**config.mk**
```make
export PLATFORM = sky130hd
export DESIGN_NAME = pwr_evt_regs
export DESIGN_NICKNAME = d
export VERILOG_FILES = /design/src/rtl/pwr_evt_pkg.sv /design/src/rtl/pwr_evt_ctrl.sv /design/src/rtl/pwr_evt_dp.sv /design/src/rtl/pwr_evt_regs.sv
export SDC_FILE = /design/constraint.sdc
export NUM_CORES = 1
export LEC_CHECK = 0
export CORE_UTILIZATION = 58
export CTS_CLUSTER_DIAMETER = 50
export CTS_CLUSTER_SIZE = 28
export DETAILED_ROUTE_END_ITERATION = 6
export DONT_BUFFER_PORTS = 1
export PLACE_DENSITY = 0.87
export SYNTH_ARGS = -nofsm -noshare
export SYNTH_HDL_FRONTEND = slang
export SYNTH_SLANG_ARGS = --single-unit
export TNS_END_PERCENT = 1
```
**constraint.sdc**
```tcl
create_clock -name clk -period 2.71 [get_ports clk]
set_input_delay 0.542 -clock clk [delete_from_list [all_inputs] [get_ports clk]]
set_output_delay 0.542 -clock clk [all_outputs]
set_load 0.03 [all_outputs]
```
**src/rtl/pwr_evt_pkg.sv**
```systemverilog
package pwr_evt_pkg;
  localparam int BYTE_W    = 8;
  localparam int REG_W     = 16;
  localparam int REG_BYTES = REG_W / BYTE_W;
  localparam int WIN_BYTES = 2 * REG_BYTES;
  localparam int WORD_W    = WIN_BYTES * BYTE_W;

  localparam int BIT_TMR = 0;
  localparam int BIT_GLB = 5;
  localparam int BIT_PWR = 8;
  localparam int BIT_SLP = 9;

  localparam logic [REG_W-1:0] EVT_MASK =
    REG_W'((1 << BIT_TMR) | (1 << BIT_GLB) | (1 << BIT_PWR) | (1 << BIT_SLP));

  typedef struct packed {
    logic [REG_W-1:0]     stsClr;
    logic [REG_BYTES-1:0] enWe;
    logic [REG_W-1:0]     enData;
  } regStrobe_t;
endpackage

```
**src/rtl/pwr_evt_ctrl.sv**
```systemverilog
module pwr_evt_ctrl
  import pwr_evt_pkg::*;
#(
  parameter int ADDR_W = 3
) (
  input  logic              clk,
  input  logic              rst_n,
  input  logic              busValid,
  input  logic              busWrite,
  input  logic [ADDR_W-1:0] busOffset,
  input  logic [1:0]        busSize,
  input  logic [WORD_W-1:0] busWdata,
  input  logic [REG_W-1:0]  stsQ,
  input  logic [REG_W-1:0]  enQ,
  output logic [WORD_W-1:0] busRdata,
  output regStrobe_t        stb
);
  localparam int WIDE_W = 2 * WORD_W * (1 << ADDR_W) / WIN_BYTES;

  logic [2:0]           nBytes;
  logic                 wrEn;
  logic [WIN_BYTES-1:0] laneHit;
  logic [BYTE_W-1:0]    laneByte [WIN_BYTES];
  logic [REG_W-1:0]     stsClrW;
  logic [REG_BYTES-1:0] enWeW;
  logic [REG_W-1:0]     enDataW;

  always_comb begin
    case (busSize)
      2'd0:    nBytes = 3'd1;
      2'd1:    nBytes = 3'd2;
      default: nBytes = 3'd4;
    endcase
  end

  assign wrEn = busValid && busWrite;

  for (genvar g = 0; g < WIN_BYTES; g++) begin : g_lane
    int lane;
    assign lane        = g - int'(busOffset);
    assign laneHit[g]  = wrEn && (lane >= 0) && (lane < int'(nBytes));
    assign laneByte[g] = busWdata[BYTE_W*int'(lane[1:0]) +: BYTE_W];
    if (g < REG_BYTES) begin : g_sts
      assign stsClrW[BYTE_W*g +: BYTE_W] = laneHit[g] ? laneByte[g] : '0;
    end else begin : g_en
      assign enWeW[g-REG_BYTES]                        = laneHit[g];
      assign enDataW[BYTE_W*(g-REG_BYTES) +: BYTE_W]   = laneByte[g];
    end
  end

  always_comb begin
    stb.stsClr = stsClrW;
    stb.enWe   = enWeW;
    stb.enData = enDataW;
  end

  logic [WIDE_W-1:0] wide;
  logic [WORD_W-1:0] sizeMask;

  always_comb begin
    wide = {{(WIDE_W-WORD_W){1'b0}}, enQ, stsQ} >> ({3'b000, busOffset} * BYTE_W);
    case (busSize)
      2'd0:    sizeMask = WORD_W'(8'hFF);
      2'd1:    sizeMask = WORD_W'(16'hFFFF);
      default: sizeMask = '1;
    endcase
    busRdata = (busValid && !busWrite) ? (wide[WORD_W-1:0] & sizeMask) : '0;
  end

  AST_HIGH_OFS_NO_STROBE: assert property (@(posedge clk) disable iff (!rst_n)
    (busOffset >= ADDR_W'(WIN_BYTES)) |-> (stb.stsClr == '0 && stb.enWe == '0));
endmodule

```
**src/rtl/pwr_evt_dp.sv**
```systemverilog
module pwr_evt_dp
  import pwr_evt_pkg::*;
(
  input  logic             clk,
  input  logic             rst_n,
  input  regStrobe_t       stb,
  input  logic             evTimer,
  input  logic             evGlobal,
  input  logic             evPwrBtn,
  input  logic             evSlpBtn,
  output logic [REG_W-1:0] stsQ,
  output logic [REG_W-1:0] enQ,
  output logic             sci
);
  logic [REG_W-1:0] evSet;
  logic [REG_W-1:0] stsD;
  logic [REG_W-1:0] enD;

  always_comb begin
    evSet          = '0;
    evSet[BIT_TMR] = evTimer;
    evSet[BIT_GLB] = evGlobal;
    evSet[BIT_PWR] = evPwrBtn;
    evSet[BIT_SLP] = evSlpBtn;
    stsD = ((stsQ & ~stb.stsClr) | evSet) & EVT_MASK;
  end

  for (genvar b = 0; b < REG_BYTES; b++) begin : g_en
    assign enD[BYTE_W*b +: BYTE_W] = stb.enWe[b] ? stb.enData[BYTE_W*b +: BYTE_W]
                                                 : enQ[BYTE_W*b +: BYTE_W];
  end

  always_ff @(posedge clk) begin
    if (!rst_n) begin
      stsQ <= '0;
      enQ  <= '0;
    end else begin
      stsQ <= stsD;
      enQ  <= enD;
    end
  end

  assign sci = |(stsQ & enQ & EVT_MASK);

  AST_PWR_SETS: assert property (@(posedge clk) disable iff (!rst_n)
    evPwrBtn |=> stsQ[BIT_PWR]);
  AST_SLP_ONLY_BY_EVENT: assert property (@(posedge clk) disable iff (!rst_n)
    $rose(stsQ[BIT_SLP]) |-> $past(evSlpBtn));
  AST_CLEAR_TAKES: assert property (@(posedge clk) disable iff (!rst_n)
    (stb.stsClr[BIT_PWR] && !evPwrBtn) |=> !stsQ[BIT_PWR]);
  AST_EN_HI_KEPT: assert property (@(posedge clk) disable iff (!rst_n)
    !stb.enWe[1] |=> $stable(enQ[15:8]));
  AST_SET_WINS: assert property (@(posedge clk) disable iff (!rst_n)
    (evTimer && stb.stsClr[BIT_TMR]) |=> stsQ[BIT_TMR]);
  AST_SCI_CAUSE: assert property (@(posedge clk) disable iff (!rst_n)
    $rose(sci) |-> $past(evTimer || evGlobal || evPwrBtn || evSlpBtn || (|stb.enWe)));
endmodule

```
**src/rtl/pwr_evt_regs.sv**
```systemverilog
module pwr_evt_regs
  import pwr_evt_pkg::*;
#(
  parameter int ADDR_W = 3
) (
  input  logic              clk,
  input  logic              rst_n,
  input  logic              busValid,
  input  logic              busWrite,
  input  logic [ADDR_W-1:0] busOffset,
  input  logic [1:0]        busSize,
  input  logic [WORD_W-1:0] busWdata,
  output logic [WORD_W-1:0] busRdata,
  input  logic              evTimer,
  input  logic              evGlobal,
  input  logic              evPwrBtn,
  input  logic              evSlpBtn,
  output logic              sci
);
  regStrobe_t       stb;
  logic [REG_W-1:0] stsQ;
  logic [REG_W-1:0] enQ;

  pwr_evt_ctrl #(.ADDR_W(ADDR_W)) u_ctrl (
    .clk(clk), .rst_n(rst_n),
    .busValid(busValid), .busWrite(busWrite), .busOffset(busOffset),
    .busSize(busSize), .busWdata(busWdata),
    .stsQ(stsQ), .enQ(enQ), .busRdata(busRdata), .stb(stb)
  );

  pwr_evt_dp u_dp (
    .clk(clk), .rst_n(rst_n), .stb(stb),
    .evTimer(evTimer), .evGlobal(evGlobal), .evPwrBtn(evPwrBtn), .evSlpBtn(evSlpBtn),
    .stsQ(stsQ), .enQ(enQ), .sci(sci)
  );

  AST_RESET_QUIET: assert property (@(posedge clk)
    !rst_n |=> (!sci && stsQ == '0 && enQ == '0));
endmodule

```
# [Yosys cells after proc, flatten, opt, wreduce, memory -nomap -nowiden]
# Cells that the tools add are included.
[op_classes] n_lt_le_gt_ge=8 n_reduce_logical=13 shift=5 n_addsub=4 n_eq_ne=1 bitwise_logic=5 n_mux=5
[ops] op=">= comparator 32 x 1 -> 1 bit (second input constant)" n=4
[ops] op="less-than comparator 32 x 4 -> 1 bit" n=4
[ops] op="indexed part select 32 x 6 -> 8 bit" n=3
[ops] op="one-hot mux 32 bit (2 select lines)" n=1
[ops] op="bitwise AND 32 bit" n=1
[ops] op="two-way mux 32 bit" n=1
[ops] op="indexed part select 32 x 6 -> 2 bit" n=1
[ops] op="right shift 32 x 6 -> 32 bit" n=1
[ops] op="bitwise AND 10 bit" n=2
[ops] op="logical AND 1 bit" n=10
[ops] op="inverter 10 bit" n=1
[ops] op="OR 10 bit" n=1
[ops] op="two-way mux 8 bit" n=1
[ops] op="subtractor 1 x 3 -> 4 bit (first input constant)" n=2
[ops] op="subtractor 2 x 3 -> 4 bit (first input constant)" n=2
[ops] op="one-hot mux 3 bit (2 select lines)" n=1
[ops] op="OR reduction 4 bit" n=1
[ops] op="== test 2 x 1 -> 1 bit (second input constant)" n=1
[ops] op="logical NOT 2 bit" n=1
[ops] op="two-way mux 2 bit" n=1
[ops] op="logical NOT 1 bit" n=1
[totals] out_inout_bits=33 in_bits=45 reg_bits=20

# [Logic depth before layout (Yosys ltp)]
[logic_depth] ltp_word=8 ltp_mapped=11 depth_no_buf=8

# [Hierarchy]
# From an unflattened synthesis, not the netlist that was laid out.
[unflattened] hier_cells=261 area_unflattened_um2=2567.5
[modules_own_cells] mod="pwr_evt_ctrl" area_each_um2=1707.9 seq_area_each_um2=0.0 instances=1 cells_per_inst=181
[modules_own_cells] mod="pwr_evt_dp" area_each_um2=859.6 seq_area_each_um2=400.4 instances=1 cells_per_inst=80

# [Least setup slack after synthesis]
# No wires, ideal clock.
[synth_path] path_type="input to register" from="in busOffset[0]" to="reg u_dp.enQ[0]" n_path_buf=3 path_slack_ns=0.092 setup_ns=0.116 arrival_time_ns=2.502 stages=11 required_ns=2.594 path_cell_list="buf_6 -> buf_6 -> inv_1 -> ha_1 -> buf_2 -> inv_1 -> ha_1 -> o21ai_0 -> o221ai_4 -> mux2i_1 -> nor2b_1"
[synth_between] elab_chain_len=4 elab_cells_between_ends=6 cone_classes="1 x add/sub; 2 x order compare; 1 x shift; 2 x reduce/logical"
[synth_lines] element="start, declared" line="pwr_evt_regs.sv:10" rtl="input logic [ADDR_W-1:0] busOffset,"
[synth_lines] element="subtractor 2 x 3 -> 4 bit *" line="pwr_evt_ctrl.sv:40" rtl="assign lane = g - int'(busOffset);"
[synth_lines] element=">= comparator 32 x 1 -> 1 bit" line="pwr_evt_ctrl.sv:41" rtl="assign laneHit[g] = wrEn && (lane >= 0) && (lane < int'(nBytes));"
[synth_lines] element="logical AND 1 bit (2 in a row)" line="pwr_evt_ctrl.sv:41"
[synth_lines] element="end signal, assigned" line="pwr_evt_dp.sv:39" rtl="enQ <= enD;"
[synth_lines] element="end, declared" line="pwr_evt_dp.sv:12" rtl="output logic [REG_W-1:0] enQ,"
# Mark *: on every way between the ends. The rest lies on a longest branch, timed or not.
# A chain may end at the register's enable or synchronous reset.

# [Worst setup path after layout]
[layout_path] from="in busOffset[1]" to="out busRdata[12]"
[layout_between] elab_chain_len=3
[layout_lines] element="right shift 32 x 6 -> 32 bit" line="pwr_evt_ctrl.sv:61" rtl="wide = {{(WIDE_W-WORD_W){1'b0}}, enQ, stsQ} >> ({3'b000, busOffset} * BYTE_W);"
[layout_lines] element="bitwise AND 32 bit" line="pwr_evt_ctrl.sv:67" rtl="busRdata = (busValid && !busWrite) ? (wide[WORD_W-1:0] & sizeMask) : '0;"
[layout_lines] element="two-way mux 32 bit" line="pwr_evt_ctrl.sv:67"
[layout_lines] element="end, declared" line="pwr_evt_regs.sv:13" rtl="output logic [WORD_W-1:0] busRdata,"
# No other way between the ends.

==> results.md <==
- Status: finished, final reports clean
- Post-DRT Antenna Nets: 0
- Critical path capture point type: primary output
- Post-synth top flop: dfxtp_1
- Max_cap viols: 0
- First DRT Iteration DRCs: 134
- Hpwl dp: 3430 um
- GRT overflow: 0
- Max FO, Critical Path: 20
- Met1 Usage GRT: 0.356
- Clk_lat worst skew: 0.30 ns
- Global-route wire length before repair: 6730 um
- CORE AREA: 3390 um2
- Seq/Total Area, Yosys: 0.193
- Number of synthesized register bits: 20
- PostCTS Resize Cnt: 0
- CTS tree: yes
- DRC Markers: 0
- Mapped cell area: 2080 um2
- Synth top area share: 0.193
- Post-synth EDFFs: 0
- Fin crit share: 0.798
- Synth-to-layout area growth: 4.34%
- Commonest cells after routing, fill and taps aside: 28 x mux2i_1, 28 x nor2_1, 20 x nand2_1, 20 x dfxtp_1, 12 x mux4_1
- Fmax: 0.463 GHz
- Setup Crit Path Kind: primary input to primary output
- Proportion of layout cells with a drive suffix above 1: 0.138
- Final setup fails: 0
- Clock root cell: clkbuf_4
- Critical Path AT: 1.62 ns
- Routed len/inst: 17.2 um
- Post-route cell area: 2170 um2
- Synth cell types: 43
- Fin. max-slew vios: 0
- Sink Count: 20
- N_diodes: 0
- Power Density: 341 nW/um2
- Initial antenna violation count: 0
- Syn Nets: 264
- Worst Path Required: 2.17 ns
- Final WL: 4400 um
- Post-Syn Area per Cell: 9.98 um2
- Grt met3 use: 0.0352
- CTS Buffer Depth: 2
- Die Span Y: 61.8 um
- Buffers on Ports: 0
- Hold Buf Count CTS: 0
- Clock transition at path regs: 0.12 ns
- Slew @ Worst Pin: 0.560 ns
- H-tree levels: 1
- Placer's final routability congestion estimate: 0.843
- Tot GR Track Use: 0.237
- Pre-Repair DR Iteration Count: 4
- Synth Instances: 208
- Starting Density: 0.612
- Rel. slew slack: 0.624
- Total die area: 3820 um2
- Synth area leaders: dfxtp_1 19%, mux4_1 15%, mux2i_1 14%
- Hold/Removal Path Class: primary input to flop
- Met2 usage: 0.347
- Final nets: 267
- VDD IR max: 0.180 mV
- Post-placement cell area: 2110 um2
- Largest net degree at the start of global routing: 39
- Die Span X: 61.8 um
- RSZ-0062 raised after global routing: no
- Gr busiest metal: met1
- CP Launch Type: primary input
- CTS Buf Count: 3
- Yosys top cell by area: dfxtp_1
- Minimum clock period after layout: 2.16 ns
- Total power draw: 737 uW
- Vias: 1635
- Total negative slack: 0 ns
- Post-DR vias/cell: 6.39
- P_leak: 0.939 nW
- Final Skew: 0 ns
- Yosys warns: 0
- # IOs: 78
- FP Rows: 21
- Vias in the first global route: 1436
- Hold Violations, Final: 0
- Asr flop ratio synth: 0
- Post-CTS setup repair buffer count: 0
-- synthesized netlist by cell type, types with 2 or more instances --
library cell  count
mux2i_1          28
nor2_1           28
dfxtp_1          20
nand2_1          20
mux4_1           12
ha_1             11
and2_1            9
inv_1             9
nor2b_1           9
a22oi_1           8
mux4_2            6
o21ai_0           6
a21oi_1           5
buf_2             3
buf_6             3
a31oi_1           2
clkbuf_1          2
nand2b_1          2
-- stage by stage --
stage / util / hold slack [ns] / instances / worst slack [ns]
after floorplan: - / 0.460 / 208 / 0.0917
after global placement: 0.623 / 0.474 / 252 / 0.499
after detailed placement: 0.623 / 0.486 / 252 / 0.388
after CTS: 0.639 / 0.348 / 256 / 0.574
after global routing: 0.639 / 0.344 / 256 / 0.450
final: 0.639 / 0.360 / 256 / 0.548
-- flip-flops by register name, indices dropped and copies added, names as in the netlist --
register   flops
u_dp.enQ      16
u_dp.stsQ      4
-- path summary, 6_finish.rpt --
kind	startpoint	end	slack, ns	cells past startpoint
min	rst_n	u_dp.enQ[14]	0.36	2
min reg2reg	u_dp.enQ[15]	u_dp.enQ[15]	0.51	2
max reg2reg	u_dp.stsQ[9]	u_dp.stsQ[9]	1.98	2
max	busOffset[1]	busRdata[12]	0.55	5
-- layer usage --
layer,part of all wire,vias up,wire length (um)
met1,0.48,773,2100
li1,-,783,-
met5,0,-,0
met2,0.44,73,1950
met3,0.066,6,290
met4,0.012,0,51
-- cell families after synthesis --
kind of cell / Yosys count / share of synthesized area
and+or+nand+nor: 78 / 0.202
muxes: 47 / 0.357
AOI/OAI and AO/OA: 30 / 0.115
buffers and inverters: 20 / 0.0585
DFF: 20 / 0.193
adders and majority gates: 11 / 0.0663
xor gates and xnor gates: 2 / 0.00844
-- layout make-up --
| type | instances | area (um2) |
|---|---|---|
| clock buffer | 3 | 22.5 |
| clock inverter | 1 | 30.0 |
| tap | 46 | 57.6 |
| inverter | 9 | 33.8 |
| multi-input combinational | 168 | 1550 |
| fill | 259 | 1220 |
| sequential | 20 | 400 |
| timing repair buffer | 9 | 67.6 |
-- critical path, stage by stage --
cell and delay, ns:
inv_1 0.13, nor2_1 0.46, a22oi_1 0.17, nor2_1 0.13, buf_4 0.18
-- where the power goes --
part | switching, mW | leakage [nW] | internal (mW)
Clock | 0.0955 | 0.0279 | 0.150
Combinational | 0.0782 | 0.748 | 0.0960
Sequential | 0.0125 | 0.163 | 0.306
Power figures use the tool's default switching activity.
